==> config.mk <==
export PLATFORM = sky130hd
export DESIGN_NAME = lane_reconfig_seq
export DESIGN_NICKNAME = d
export VERILOG_FILES = /design/src/rtl/lrs_pkg.sv /design/src/rtl/lrs_tick_gen.sv /design/src/rtl/lrs_hold_timer.sv /design/src/rtl/lane_reconfig_seq.sv
export SDC_FILE = /design/constraint.sdc
export NUM_CORES = 1
export LEC_CHECK = 0
export BUFFER_PORTS_ARGS = -buffer_cell sky130_fd_sc_hd__buf_2
export CELL_PAD_IN_SITES_DETAIL_PLACEMENT = 1
export CELL_PAD_IN_SITES_GLOBAL_PLACEMENT = 2
export CORE_UTILIZATION = 31
export CTS_CLUSTER_DIAMETER = 80
export DETAILED_ROUTE_END_ITERATION = 12
export PLACE_DENSITY_LB_ADDON = 0.1
export SYNTH_ARGS = -nofsm -noshare
export SYNTH_HDL_FRONTEND = slang
export SYNTH_SLANG_ARGS = --single-unit
==> constraint.sdc <==
create_clock -name clk -period 2.3 [get_ports clk]
set_input_delay 0.23 -clock clk [delete_from_list [all_inputs] [get_ports clk]]
set_output_delay 0.23 -clock clk [all_outputs]
set_load 0.01 [all_outputs]
==> src/rtl/lrs_pkg.sv <==
package lrs_pkg;

    typedef enum logic [2:0] {
        LM_OFF    = 3'd0,
        LM_SGMII  = 3'd1,
        LM_1GBX   = 3'd2,
        LM_HSGMII = 3'd3,
        LM_2G5BX  = 3'd4,
        LM_10GR   = 3'd5
    } lane_mode_e;

    typedef enum logic [2:0] {
        FLD_POWER = 3'd0,
        FLD_MODE  = 3'd1,
        FLD_LPBK  = 3'd2,
        FLD_SMRST = 3'd3,
        FLD_RXRST = 3'd4,
        FLD_LINK  = 3'd5
    } lane_field_e;

    typedef enum logic [4:0] {
        ST_IDLE, ST_PWR_OFF, ST_MODE_OFF, ST_PLL, ST_MODE_SET, ST_CLK,
        ST_LB_READ, ST_LB_ON, ST_SMR_HI, ST_WAIT_HI, ST_SMR_LO, ST_WAIT_LO,
        ST_LINK_RD1, ST_LINK_RD2, ST_LB_RESTORE, ST_PWR_ON, ST_RX_RST, ST_DONE
    } seq_state_e;

    localparam logic [1:0] PWR_DOWN      = 2'd3;
    localparam logic [1:0] PWR_UP        = 2'd0;
    localparam logic [4:0] MODE_CODE_OFF = 5'h1f;
    localparam int ERR_PLL = 0;
    localparam int ERR_CLK = 1;
    localparam int ERR_SM  = 2;

    function automatic logic [4:0] mode_code(lane_mode_e m);
        case (m)
            LM_SGMII:  return 5'h02;
            LM_1GBX:   return 5'h04;
            LM_HSGMII: return 5'h12;
            LM_2G5BX:  return 5'h16;
            LM_10GR:   return 5'h1a;
            default:   return MODE_CODE_OFF;
        endcase
    endfunction

    function automatic logic [5:0] mode_word(logic [4:0] code);
        return {1'b1, code};
    endfunction

endpackage

==> src/rtl/lrs_tick_gen.sv <==
module lrs_tick_gen #(
    parameter int DIV_W = 16
) (
    input  logic             clk,
    input  logic             rst,
    input  logic [DIV_W-1:0] div,
    output logic             tick
);
    logic [DIV_W-1:0] cnt;

    always_ff @(posedge clk) begin
        if (rst) begin
            cnt  <= '0;
            tick <= 1'b0;
        end else if (cnt >= div) begin
            cnt  <= '0;
            tick <= 1'b1;
        end else begin
            cnt  <= cnt + 1'b1;
            tick <= 1'b0;
        end
    end
endmodule

==> src/rtl/lrs_hold_timer.sv <==
module lrs_hold_timer #(
    parameter int DELAY_TICKS = 10
) (
    input  logic clk,
    input  logic rst,
    input  logic start,
    input  logic tick,
    output logic fire
);
    localparam int DLY_W = $clog2(DELAY_TICKS + 1);

    logic [DLY_W-1:0] cnt;
    logic             run;

    always_ff @(posedge clk) begin
        if (rst) begin
            cnt  <= '0;
            run  <= 1'b0;
            fire <= 1'b0;
        end else begin
            fire <= 1'b0;
            if (start) begin
                cnt <= '0;
                run <= 1'b1;
            end else if (run && tick) begin
                if (cnt == DLY_W'(DELAY_TICKS - 1)) begin
                    run  <= 1'b0;
                    fire <= 1'b1;
                end else begin
                    cnt <= cnt + 1'b1;
                end
            end
        end
    end

    // the expiry pulse only ever ends a running wait
    p_fire_after_run_r8: assert property (@(posedge clk) disable iff (rst)
        fire |-> $past(run));
endmodule

==> src/rtl/lane_reconfig_seq.sv <==
module lane_reconfig_seq
    import lrs_pkg::*;
#(
    parameter int LANE_W      = 3,
    parameter int DIV_W       = 16,
    parameter int DELAY_TICKS = 10,
    parameter int MAX_TRIES   = 20
) (
    input  logic              clk,
    input  logic              rst,
    input  logic [DIV_W-1:0]  cfg_tick_div,
    input  logic              req_valid,
    input  logic [LANE_W-1:0] req_lane,
    input  logic [2:0]        req_mode,
    output logic              busy,
    output logic              done,
    output logic [2:0]        err,
    output logic [LANE_W-1:0] tgt_lane,
    output logic              wr_en,
    output logic [2:0]        wr_field,
    output logic [5:0]        wr_data,
    output logic              rd_en,
    output logic [2:0]        rd_field,
    input  logic              rd_data,
    output logic              pll_req,
    output logic [2:0]        pll_mode,
    input  logic              pll_ack,
    input  logic              pll_fail,
    output logic              clk_req,
    input  logic              clk_ack,
    input  logic              clk_fail
);
    localparam int TRY_W = $clog2(MAX_TRIES + 1);

    seq_state_e        state;
    lane_mode_e        mode_q;
    logic [LANE_W-1:0] lane_q;
    logic [2:0]        err_q;
    logic [TRY_W-1:0]  tries;
    logic              lb_saved;
    logic              final_q;
    logic              tick;
    logic              tmr_start;
    logic              tmr_fire;

    lrs_tick_gen #(.DIV_W(DIV_W)) u_tick (
        .clk(clk), .rst(rst), .div(cfg_tick_div), .tick(tick)
    );

    assign tmr_start = (state == ST_SMR_HI) || (state == ST_SMR_LO);

    lrs_hold_timer #(.DELAY_TICKS(DELAY_TICKS)) u_timer (
        .clk(clk), .rst(rst), .start(tmr_start), .tick(tick), .fire(tmr_fire)
    );

    always_ff @(posedge clk) begin
        if (rst) begin
            state    <= ST_IDLE;
            mode_q   <= LM_OFF;
            lane_q   <= '0;
            err_q    <= '0;
            tries    <= '0;
            lb_saved <= 1'b0;
            final_q  <= 1'b0;
        end else begin
            case (state)
                ST_IDLE: if (req_valid) begin
                    lane_q  <= req_lane;
                    mode_q  <= (req_mode > 3'd5) ? LM_OFF : lane_mode_e'(req_mode);
                    err_q   <= '0;
                    tries   <= '0;
                    final_q <= 1'b0;
                    state   <= ST_PWR_OFF;
                end
                ST_PWR_OFF:  state <= ST_MODE_OFF;
                ST_MODE_OFF: state <= (mode_q == LM_OFF) ? ST_DONE : ST_PLL;
                ST_PLL: if (pll_ack) begin
                    err_q[ERR_PLL] <= pll_fail;
                    state          <= ST_MODE_SET;
                end
                ST_MODE_SET: state <= ST_CLK;
                ST_CLK: if (clk_ack) begin
                    err_q[ERR_CLK] <= clk_fail;
                    state          <= (mode_q == LM_10GR) ? ST_LB_READ : ST_PWR_ON;
                end
                ST_LB_READ: begin
                    lb_saved <= rd_data;
                    state    <= ST_LB_ON;
                end
                ST_LB_ON:   state <= ST_SMR_HI;
                ST_SMR_HI:  state <= ST_WAIT_HI;
                ST_WAIT_HI: if (tmr_fire) state <= ST_SMR_LO;
                ST_SMR_LO:  state <= ST_WAIT_LO;
                ST_WAIT_LO: if (tmr_fire) state <= final_q ? ST_PWR_ON : ST_LINK_RD1;
                ST_LINK_RD1: state <= ST_LINK_RD2;
                ST_LINK_RD2: begin
                    tries <= tries + 1'b1;
                    if (rd_data) begin
                        state <= ST_LB_RESTORE;
                    end else if (tries == TRY_W'(MAX_TRIES - 1)) begin
                        err_q[ERR_SM] <= 1'b1;
                        state         <= ST_LB_RESTORE;
                    end else begin
                        state <= ST_SMR_HI;
                    end
                end
                ST_LB_RESTORE: begin
                    final_q <= 1'b1;
                    state   <= ST_SMR_HI;
                end
                ST_PWR_ON: state <= ST_RX_RST;
                ST_RX_RST: state <= ST_DONE;
                default:   state <= ST_IDLE;
            endcase
        end
    end

    always_comb begin
        wr_en    = 1'b0;
        wr_field = FLD_POWER;
        wr_data  = '0;
        rd_en    = 1'b0;
        rd_field = FLD_LINK;
        case (state)
            ST_PWR_OFF:    begin wr_en = 1'b1; wr_field = FLD_POWER; wr_data = {4'd0, PWR_DOWN}; end
            ST_MODE_OFF:   begin wr_en = 1'b1; wr_field = FLD_MODE;  wr_data = mode_word(MODE_CODE_OFF); end
            ST_MODE_SET:   begin wr_en = 1'b1; wr_field = FLD_MODE;  wr_data = mode_word(mode_code(mode_q)); end
            ST_LB_ON:      begin wr_en = 1'b1; wr_field = FLD_LPBK;  wr_data = 6'd1; end
            ST_SMR_HI:     begin wr_en = 1'b1; wr_field = FLD_SMRST; wr_data = 6'd1; end
            ST_SMR_LO:     begin wr_en = 1'b1; wr_field = FLD_SMRST; wr_data = 6'd0; end
            ST_LB_RESTORE: begin wr_en = 1'b1; wr_field = FLD_LPBK;  wr_data = {5'd0, lb_saved}; end
            ST_PWR_ON:     begin wr_en = 1'b1; wr_field = FLD_POWER; wr_data = {4'd0, PWR_UP}; end
            ST_RX_RST:     begin wr_en = 1'b1; wr_field = FLD_RXRST; wr_data = 6'd1; end
            ST_LB_READ:    begin rd_en = 1'b1; rd_field = FLD_LPBK; end
            ST_LINK_RD1,
            ST_LINK_RD2:   begin rd_en = 1'b1; rd_field = FLD_LINK; end
            default: ;
        endcase
    end

    assign busy     = (state != ST_IDLE);
    assign done     = (state == ST_DONE);
    assign err      = err_q;
    assign tgt_lane = lane_q;
    assign pll_req  = (state == ST_PLL);
    assign pll_mode = mode_q;
    assign clk_req  = (state == ST_CLK);

    // an unanswered PLL request is held with stable lane and mode
    p_pll_hold_r5: assert property (@(posedge clk) disable iff (rst)
        (pll_req && !pll_ack) |=> (pll_req && $stable(pll_mode) && $stable(tgt_lane)));
    // an unanswered clock request is held
    p_clk_hold_r6: assert property (@(posedge clk) disable iff (rst)
        (clk_req && !clk_ack) |=> clk_req);
    // done lasts one cycle and returns the block to idle
    p_done_pulse_r10: assert property (@(posedge clk) disable iff (rst)
        done |=> (!done && !busy));
    // a request seen mid-sequence does not retarget the lane
    p_refuse_r11: assert property (@(posedge clk) disable iff (rst)
        (busy && !done && req_valid) |=> $stable(tgt_lane));
    // at most one lane access or handshake is active per cycle
    p_one_action_r1: assert property (@(posedge clk) disable iff (rst)
        $onehot0({wr_en, rd_en, pll_req, clk_req}));
    // the attempt count never exceeds its limit
    p_tries_bound_r9: assert property (@(posedge clk) disable iff (rst)
        tries <= TRY_W'(MAX_TRIES));
endmodule

==> results.sh <==
export IMPL_status="completed"
export IMPL_placed_area_um2=3240
export IMPL_num_vias=2739
export IMPL_cts_root_buf="clkbuf_8"
export IMPL_pre_cts_ws_ps=293
export IMPL_ir_drop_uv=232
export IMPL_max_stage_delay_ps=490
export IMPL_ys_types=55
export IMPL_worst_pin_slew_ps=560
export IMPL_pwr_share_seq_pct=37.7
export IMPL_synth_top_cell_area_share_pct=30.9
export IMPL_setup_violations_final=0
export IMPL_synthesis_instances=376
export IMPL_max_cap_violations=0
export IMPL_ys_top_cells_by_count="46 x nor2_1, 44 x dfxtp_1, 42 x nand2_1, 29 x inv_1, 26 x a21oi_1"
export IMPL_arrival_ps=1960
export IMPL_stdcell_area_um2=3340
export IMPL_io_buffers=56
export IMPL_clock_latency_ps=290
export IMPL_cp_data_required_time_ps=2070
export IMPL_grt_pass1_vias=2774
export IMPL_ant_nets=0
export IMPL_overflow=0
export IMPL_synth_edff_count=0
export IMPL_start_util_pct=32.3
export IMPL_grt_max_degree=23
export IMPL_max_slew_margin_rel_pct=62.3
export IMPL_power_leakage_nw=1.48
export IMPL_core_area_um2=8810
export IMPL_clock_skew_ps=4.76
export IMPL_path_cells="nor2_1, nand2_1, o21ai_0, buf_2"
export IMPL_drv_slew=0
export IMPL_intPower_w=0.00147
export IMPL_cts_tree="done"
export IMPL_grt_pass1_wl_um=13400
export IMPL_clock_power_share_pct=20.8
export IMPL_swShare_pct=40.1
export IMPL_std_cell_rows=34
export IMPL_dieWidth_um=97.8
export IMPL_final_core_util_pct=37.9
export IMPL_routed_wl_um=7830
export IMPL_syn_cell_area_um2=2850
export IMPL_clk_pin_slew_ps=90
export IMPL_place_congestion=0.781
export IMPL_drt_pass1_iterations=4
export IMPL_ys_flop_type="dfxtp_1"
export IMPL_drive_above_1_share_pct=18.8
export IMPL_crit_fanout=16
export IMPL_ys_warn_count=0
export IMPL_drtIter0Drc=71
export IMPL_synth_most_common_cell="nor2_1"
export IMPL_synth_avg_cell_area_um2=7.57
export IMPL_netSwitchingPower_w=0.000982
export IMPL_synthesis_nets=427
export IMPL_numClockSinks=44
export IMPL_min_period_ps=2190
export IMPL_grt_antenna_before_repair=0
export IMPL_grt_use_total_pct=17.1
export IMPL_hpwlAfterDp_um=6090
export IMPL_rsz0062_at_grt="true"
export IMPL_fin_ws_ps=107
export IMPL_post_cts_buffers=0
export IMPL_powerDensity_nw_per_um2=734
export IMPL_viasPerCell=5.07
export IMPL_synth_area_leader_cell="dfxtp_1"
export IMPL_io_pins=57
export IMPL_async_flop_share_pct=0
export IMPL_clock_path_buffers=2
export IMPL_diodes=0
export IMPL_cts_buffers=5
export IMPL_reg2reg_setup_slack_ps=330
export IMPL_min_path_type="in2reg"
export IMPL_total_power_w=0.00245
export IMPL_cp_num_buf_inv=1
export IMPL_htreeDepth=2
export IMPL_crit_path_top_delay_cell="dfxtp_1"
export IMPL_ys_ff_latch=44
export IMPL_cp_top_family="simple AND/OR/NAND/NOR gates"
export IMPL_ys_seq_area_share_pct=30.9
export IMPL_hold_viol=0
export IMPL_routedWlPerCell_um=14.5
export IMPL_area_delta_synth_final_pct=17.1
export IMPL_die_area_um2=9570
export IMPL_final_setup_tns_ps=0
export IMPL_path_class="reg2out"
export IMPL_fp_dieH_um=97.8
export IMPL_period_share_pct=95.3
export IMPL_synth_area_leaders="dfxtp_1 31%, ha_1 9.2%, nor2_1 6.1%, nand2_1 5.5%, a21oi_1 4.6%"
export IMPL_worst_setup_path_end_kind="output pin"
export IMPL_fin_nets=482
export IMPL_pwr_share_comb_pct=41.5
export IMPL_cp_start_kind="register"
export IMPL_max_clock_freq_mhz=456
export IMPL_drc=0
## area by class of cell
| type | instances | area [um^2] |
|---|---|---|
| fillers | 1107 | 5470 |
| repair buffers | 66 | 355 |
| flip-flops and latches | 44 | 882 |
| inverters | 29 | 109 |
| clock buffers | 8 | 90.1 |
| multi-input cells | 285 | 1760 |
| well taps | 108 | 135 |
## metal layers
metal | global-route usage (%) | part of all wire [%] | vias to the layer above
li1 | - | - | 1409
met1 | 21.7 | 48 | 1284
met2 | 30.2 | 48 | 40
met3 | 2.36 | 2.6 | 6
met4 | 4.66 | 1.1 | 0
met5 | 0 | 0 | -
## state kept, by name, summed over array words and instances (netlist names)
register	flops
err	3
final_q	1
lb_saved	1
pll_mode	3
state	5
tgt_lane	3
tries	5
u_tick.cnt	16
u_tick.tick	1
u_timer.cnt	4
u_timer.fire	1
u_timer.run	1
## worst paths after layout
| check | start | end | depth (start not counted) |
|---|---|---|---|
| setup / recovery | state[1] | wr_data[3] | 4 |
| hold / removal | req_lane[2] | tgt_lane[2] | 3 |
| setup reg to reg | state[1] | tries[0] | 6 |
| hold reg to reg | tgt_lane[1] | tgt_lane[1] | 2 |
## cell families (layout without fill, tap and decap cells)
family          after synthesis  after routing  synth area share (%)
compound gates               79             79                  18.0
xor+xnor                     21             21                  6.46
fa+ha+maj                    21             21                  9.23
buf+inv                      47            103                  7.12
flops                        44             44                  30.9
simple gates                164            164                  28.3
## cells in the final DEF, fill, tap and decap left out, drive strengths merged, types with 2 or more instances in the layout
cell type	count
nand4	6
nand3	18
a22oi	2
a21oi	26
nor4b	2
inv	29
o2111ai	2
nor3	13
o2bb2ai	2
xor2	12
o21ai	20
buf	66
clkbuf	8
o31ai	2
xnor2	9
a31oi	3
nand2	42
and3	6
ha	21
a21o	2
dfxtp	44
a211oi	5
nor2	46
nand3b	4
and3b	3
nand2b	8
nor2b	10
## power groups by stage
stage / combinational (W) / sequential [W] / clock [W]
6_report: 0.00102 / 0.000922 / 0.000510
5_1_grt: 0.00114 / 0.000938 / 0.000566
4_1_cts: 0.00103 / 0.000922 / 0.000536
3_5_place_dp: 0.00102 / 0.000940 / 0
3_3_place_gp: 0.00102 / 0.000939 / 0
2_1_floorplan: 0.000720 / 0.000872 / 0
## stage by stage
stage	instances	hold slack, ps
4_1_cts	540	161
5_1_grt	540	172
3_3_place_gp	532	440
3_5_place_dp	532	449
2_1_floorplan	376	366
6_report	540	172
## what timing repair did
item / in CTS / in global routing
endpoints found under the setup margin: 0 / 4
gates resized for setup: 0 / 2
hold buffers: 0 / 0
## worst min-delay path, cell delays in order
cell	delay (ps)
buf_2	90
nand2_1	40
a21oi_1	50
(Power assumes the default switching activity.)
